### config.mk
export PLATFORM = sky130hd
export DESIGN_NAME = sosc_ctrl
export DESIGN_NICKNAME = d
export VERILOG_FILES = /design/src/rtl/sosc_pkg.sv /design/src/rtl/sosc_mode_decode.sv /design/src/rtl/sosc_run_request.sv /design/src/rtl/sosc_startup_timer.sv /design/src/rtl/sosc_clk_gate.sv /design/src/rtl/sosc_ctrl.sv
export SDC_FILE = /design/constraint.sdc
export NUM_CORES = 1
export LEC_CHECK = 0
export BUFFER_PORTS_ARGS = -buffer_cell sky130_fd_sc_hd__buf_2
export CORE_MARGIN = 2
export CORE_UTILIZATION = 35
export CTS_CLUSTER_SIZE = 30
export DETAILED_ROUTE_END_ITERATION = 8
export GPL_TIMING_DRIVEN = 0
export PLACE_DENSITY_LB_ADDON = 0.3
export SLEW_MARGIN = 25
export SYNTH_ARGS = -nofsm -noshare
export SYNTH_HDL_FRONTEND = slang
export SYNTH_SLANG_ARGS = --single-unit
### constraint.sdc
create_clock -name clk -period 2.1 [get_ports clk]
set_input_delay 0.21 -clock clk [delete_from_list [all_inputs] [get_ports clk]]
set_output_delay 0.21 -clock clk [all_outputs]
set_load 0.005 [all_outputs]
### src/rtl/sosc_pkg.sv
package sosc_pkg;

    // Operating mode of the secondary source after decoding the select field.
    typedef enum logic [1:0] {
        SOSC_DIGITAL = 2'd0,
        SOSC_LOWPWR  = 2'd1,
        SOSC_HIGHDRV = 2'd2
    } sosc_mode_e;

    // Decoded configuration carried between sub-blocks.
    typedef struct packed {
        sosc_mode_e mode;
        logic       pins_digital;
        logic       xtal_allowed;
        logic       low_drive;
    } sosc_cfg_t;

    // Select field decode; reserved 2'b10 falls into the high-drive branch.
    function automatic sosc_mode_e decode_mode(input logic [1:0] sel);
        sosc_mode_e m;
        unique case (sel)
            2'b00:   m = SOSC_DIGITAL;
            2'b01:   m = SOSC_LOWPWR;
            default: m = SOSC_HIGHDRV;
        endcase
        return m;
    endfunction

    function automatic sosc_cfg_t build_cfg(input sosc_mode_e m);
        sosc_cfg_t c;
        c.mode         = m;
        c.pins_digital = (m == SOSC_DIGITAL);
        c.xtal_allowed = (m != SOSC_DIGITAL);
        c.low_drive    = (m == SOSC_LOWPWR);
        return c;
    endfunction

    function automatic int unsigned max_u(input int unsigned a, input int unsigned b);
        return (a > b) ? a : b;
    endfunction

endpackage

### src/rtl/sosc_mode_decode.sv
module sosc_mode_decode
    import sosc_pkg::*;
(
    input  logic [1:0] cfg_sel,
    output sosc_cfg_t  cfg
);

    always_comb begin
        cfg = build_cfg(decode_mode(cfg_sel));
    end

endmodule

### src/rtl/sosc_run_request.sv
module sosc_run_request
    import sosc_pkg::*;
#(
    parameter int unsigned NUM_REQ = 4
) (
    input  sosc_cfg_t           cfg,
    input  logic                sw_enable,
    input  logic [NUM_REQ-1:0]  periph_req,
    output logic                run_req
);

    // OR chain across the request lines, one stage per requester.
    logic [NUM_REQ:0] any_chain;

    assign any_chain[0] = sw_enable;

    for (genvar g = 0; g < NUM_REQ; g++) begin : g_req_or
        assign any_chain[g+1] = any_chain[g] | periph_req[g];
    end

    // In digital mode the crystal never runs, whatever is requesting it.
    assign run_req = any_chain[NUM_REQ] & cfg.xtal_allowed;

endmodule

### src/rtl/sosc_startup_timer.sv
module sosc_startup_timer
    import sosc_pkg::*;
#(
    parameter int unsigned HD_CYCLES = 1024,
    parameter int unsigned LP_CYCLES = 4096
) (
    input  logic      clk,
    input  logic      rst,
    input  sosc_cfg_t cfg,
    input  logic      run_req,
    output logic      osc_ready
);

    localparam int unsigned MAX_CYCLES = max_u(HD_CYCLES, LP_CYCLES);
    localparam int unsigned CNT_W      = $clog2(MAX_CYCLES) + 1;
    localparam logic [CNT_W-1:0] HD_LAST = CNT_W'(HD_CYCLES - 1);
    localparam logic [CNT_W-1:0] LP_LAST = CNT_W'(LP_CYCLES - 1);

    logic [CNT_W-1:0] settle_cnt;
    logic [CNT_W-1:0] last_value;
    sosc_mode_e       mode_q;
    logic             mode_changed;

    always_comb begin
        last_value   = cfg.low_drive ? LP_LAST : HD_LAST;
        mode_changed = (cfg.mode != mode_q);
    end

    // Mode history is kept through reset so the first edge after reset
    // does not see a spurious change.
    always_ff @(posedge clk) begin
        mode_q <= cfg.mode;
    end

    always_ff @(posedge clk) begin
        if (rst) begin
            settle_cnt <= '0;
            osc_ready  <= 1'b0;
        end else if (!run_req || mode_changed) begin
            settle_cnt <= '0;
            osc_ready  <= 1'b0;
        end else if (!osc_ready) begin
            if (settle_cnt == last_value) begin
                osc_ready <= 1'b1;
            end else begin
                settle_cnt <= settle_cnt + 1'b1;
            end
        end
    end

endmodule

### src/rtl/sosc_clk_gate.sv
module sosc_clk_gate
    import sosc_pkg::*;
(
    input  logic      clk,
    input  logic      rst,
    input  sosc_cfg_t cfg,
    input  logic      osc_ready,
    input  logic      ext_clk_in,
    output logic      sosc_clk
);

    logic gate_en;
    logic xtal_gated;

    // Enable captured while the clock is low, so it never cuts a high phase.
    always_ff @(negedge clk) begin
        if (rst) begin
            gate_en <= 1'b0;
        end else begin
            gate_en <= osc_ready;
        end
    end

    assign xtal_gated = clk & gate_en;
    assign sosc_clk   = cfg.pins_digital ? ext_clk_in : xtal_gated;

endmodule

### src/rtl/sosc_ctrl.sv
module sosc_ctrl
    import sosc_pkg::*;
#(
    parameter int unsigned NUM_REQ   = 4,
    parameter int unsigned HD_CYCLES = 1024,
    parameter int unsigned LP_CYCLES = 4096
) (
    input  logic               clk,
    input  logic               rst,
    input  logic [1:0]         cfg_sel,
    input  logic               sw_enable,
    input  logic [NUM_REQ-1:0] periph_req,
    input  logic               ext_clk_in,
    output logic               sosc_clk,
    output logic               sosc_ready,
    output logic               pins_gpio_en,
    output logic               xtal_drive_en,
    output logic               xtal_lowpwr
);

    sosc_cfg_t cfg;
    logic      run_req;
    logic      osc_ready;

    sosc_mode_decode u_decode (
        .cfg_sel (cfg_sel),
        .cfg     (cfg)
    );

    sosc_run_request #(
        .NUM_REQ (NUM_REQ)
    ) u_request (
        .cfg        (cfg),
        .sw_enable  (sw_enable),
        .periph_req (periph_req),
        .run_req    (run_req)
    );

    sosc_startup_timer #(
        .HD_CYCLES (HD_CYCLES),
        .LP_CYCLES (LP_CYCLES)
    ) u_timer (
        .clk       (clk),
        .rst       (rst),
        .cfg       (cfg),
        .run_req   (run_req),
        .osc_ready (osc_ready)
    );

    sosc_clk_gate u_gate (
        .clk        (clk),
        .rst        (rst),
        .cfg        (cfg),
        .osc_ready  (osc_ready),
        .ext_clk_in (ext_clk_in),
        .sosc_clk   (sosc_clk)
    );

    assign sosc_ready    = cfg.pins_digital | osc_ready;
    assign pins_gpio_en  = cfg.pins_digital;
    assign xtal_drive_en = run_req;
    assign xtal_lowpwr   = cfg.low_drive;

endmodule

==> impl_metrics.env <==
export IMPL_synth_edf_count=0
export IMPL_placedCellCount=144
export IMPL_p_leak_uw=0.000374
export IMPL_worst_ep_arrival_time_ps=2080
export IMPL_syn_inst=100
export IMPL_cp_max_fo=1
export IMPL_slew_viol_final=0
export IMPL_rsz0062_at_grt="true"
export IMPL_synth_top_area_share_pct=38.1
export IMPL_power_density_nw_per_um2=602
export IMPL_ys_flop_type="dfxtp_1"
export IMPL_synth_seq_area_share_pct=38.1
export IMPL_avgSynthCellArea_um2=8.93
export IMPL_synth_async_reset_ratio_pct=0
export IMPL_violations="setup timing"
export IMPL_viasPerCell=5.30
export IMPL_critPathLaunchType="flop"
export IMPL_syn_area_um2=893
export IMPL_worst_path_buf_inv=1
export IMPL_dpl_cell_area_um2=1000
export IMPL_grt_antenna_before_repair=0
export IMPL_reg2reg_slack_ps=370
export IMPL_critical_path_class="flop to primary output"
export IMPL_synthMostInstantiatedCell="dfxtp_1"
export IMPL_place_gp_congestion=0.768
export IMPL_initial_core_util_pct=36.4
export IMPL_status="finished, violations left"
export IMPL_grt_first_pass_wirelength_mm=2.73
export IMPL_whs_ps=52.7
export IMPL_final_antenna_net_count=0
export IMPL_clock_skew_ps=82.4
export IMPL_ys_ff_latch=17
export IMPL_critPathCaptureType="primary output"
export IMPL_tritoncts="yes"
export IMPL_synthTopCellsByCount="17 x dfxtp_1, 14 x nor2_1, 9 x nand2_1, 9 x o21ai_0"
export IMPL_finalHoldViolations=0
export IMPL_die_area_um2=2970
export IMPL_vdd_ir_drop_max_mv=0.501
export IMPL_yosysUniqueCellTypes=35
export IMPL_portBuffers=14
export IMPL_syn_to_final_growth_pct=17.8
export IMPL_fp_dieW_um=54.5
export IMPL_final_cells=151
export IMPL_hp_class="input port to flop"
export IMPL_grt_pass1_vias=687
export IMPL_synth_area_leaders="dfxtp_1 38%, nor2_1 5.9%, o21ai_0 5.0%"
export IMPL_boundaryPins=15
export IMPL_fin_area_um2=1050
export IMPL_worstPathCellList="nand2_1 -> o21ai_1 -> buf_2"
export IMPL_row_count=18
export IMPL_die_y_um=54.5
export IMPL_clkTransAtPathRegs_ps=110
export IMPL_drt_iter0_drc=4
export IMPL_critPathTopFamily="flip-flops"
export IMPL_grt_max_degree=11
export IMPL_num_antenna_cells=0
export IMPL_wirelength_mm=1.83
export IMPL_setup_ws_ps=-194
export IMPL_syn_num_nets=111
export IMPL_drtPass1Iterations=4
export IMPL_fin_nets=133
export IMPL_setup_viol_count_final=2
export IMPL_maxCapViolCount=0
export IMPL_core_area_um2=2450
export IMPL_clk_latency_ps=480
export IMPL_grt_usage_pct=13.4
export IMPL_slew_headroom_pct=75.5
export IMPL_overflow=0
export IMPL_layout_drive_gt1_share_pct=28.9
export IMPL_post_cts_buffers=0
export IMPL_synth_warnings=0
export IMPL_dr_total_vias=800
export IMPL_cpPeakStageDelay_ps=310
export IMPL_wire_per_inst_um=12.1
export IMPL_dp_hpwl_mm=1.31
export IMPL_worst_slew_pin_transition_ps=366
export IMPL_drc_errors=0
export IMPL_synth_top_area_cell="dfxtp_1"
export IMPL_cpMaxStageDelayCell="dfxtp_2"
export IMPL_required_ps=1890
## per-layer routing
| metal | global-route usage (%) | share of wire [%] |
|---|---|---|
| met1 | 15.2 | 47 |
| met2 | 21.3 | 46 |
| met3 | 7.38 | 6.8 |
| met4 | 4.17 | 0.22 |
| met5 | 0 | 0 |
## sequential cells by signal, summed over array words and instances (netlist names)
signal and flops:
u_timer.osc_ready 1, u_gate.gate_en 1, u_timer.settle_cnt 13, u_timer.mode_q 2
## what timing repair did
item	CTS	global route
pin swaps	0	0
hold buffers	0	0
resized for setup	2	0
setup endpoints to repair	2	2
## logic make-up (layout without fill, tap and decap cells)
kind of cell | count (synthesis) | in the layout | share of synthesized area (%)
muxes | 2 | 2 | 3.64
adders and majority gates | 1 | 1 | 1.40
xor gates and xnor gates | 4 | 4 | 3.92
AOI/OAI and AO/OA | 22 | 22 | 19.5
and+or+nand+nor | 50 | 50 | 30.8
DFF | 17 | 17 | 38.1
buffers and inverters | 4 | 25 | 2.66
## placed cells by master, fill, tap and decap left out
master and instances:
ha_1 1, nand2_1 9, o21ai_0 8, nand3_1 5
and4_1 1, a21oi_2 1, a21oi_1 5, buf_6 1
and3b_1 1, inv_1 2, mux2i_4 1, and4bb_2 1
nor3_1 1, o2111ai_1 2, o22ai_1 1, o31ai_4 1
o311ai_4 1, or4b_4 1, mux2i_1 1, and2_1 1
clkbuf_4 6, or2_2 1, nor2b_2 1, nand2b_1 1
nand3b_1 1, xor2_1 4, clkinv_2 1, dfxtp_1 16
dfxtp_2 1, and3_1 1, or4_1 2, and2_2 2
nor2_1 14, o211ai_1 1, o311ai_2 1, nand4_1 2
or3_1 5, o21ai_1 1, buf_2 15
## cell type report
type	instances	area, um2
inverter	1	3.75
sequential	17	342
buffer	2	16.3
tap	30	37.5
clock buffer	7	50.0
timing repair buffer	13	65.1
fill	254	1400
clock inverter	2	8.76
multi-input combinational	79	529
## metrics by stage
stage | util [%] | total power, uW | setup WS [ps] | setup TNS [ps]
CTS | 42.9 | 645 | -217 | -217
global route | 42.9 | 665 | -286 | -286
global placement | 40.8 | 379 | 283 | 0
finish | 42.9 | 634 | -194 | -194
detailed placement | 40.8 | 380 | 259 | 0
floorplan | - | 361 | 347 | 0
## power breakdown
part           internal [uW]  total, uW  switching, uW
registers                325        327           1.54
clock network            137        268            131
logic                   18.9       38.4           19.5
## worst paths after layout
path,from,to,depth (start not counted)
max,u_gate.gate_en,sosc_clk,3
min,cfg_sel[1],u_timer.mode_q[0],2
max reg2reg,u_timer.osc_ready,u_gate.gate_en,2
min reg2reg,u_timer.settle_cnt[1],u_timer.settle_cnt[1],2
No activity file was read; power rests on OpenSTA's default activity.
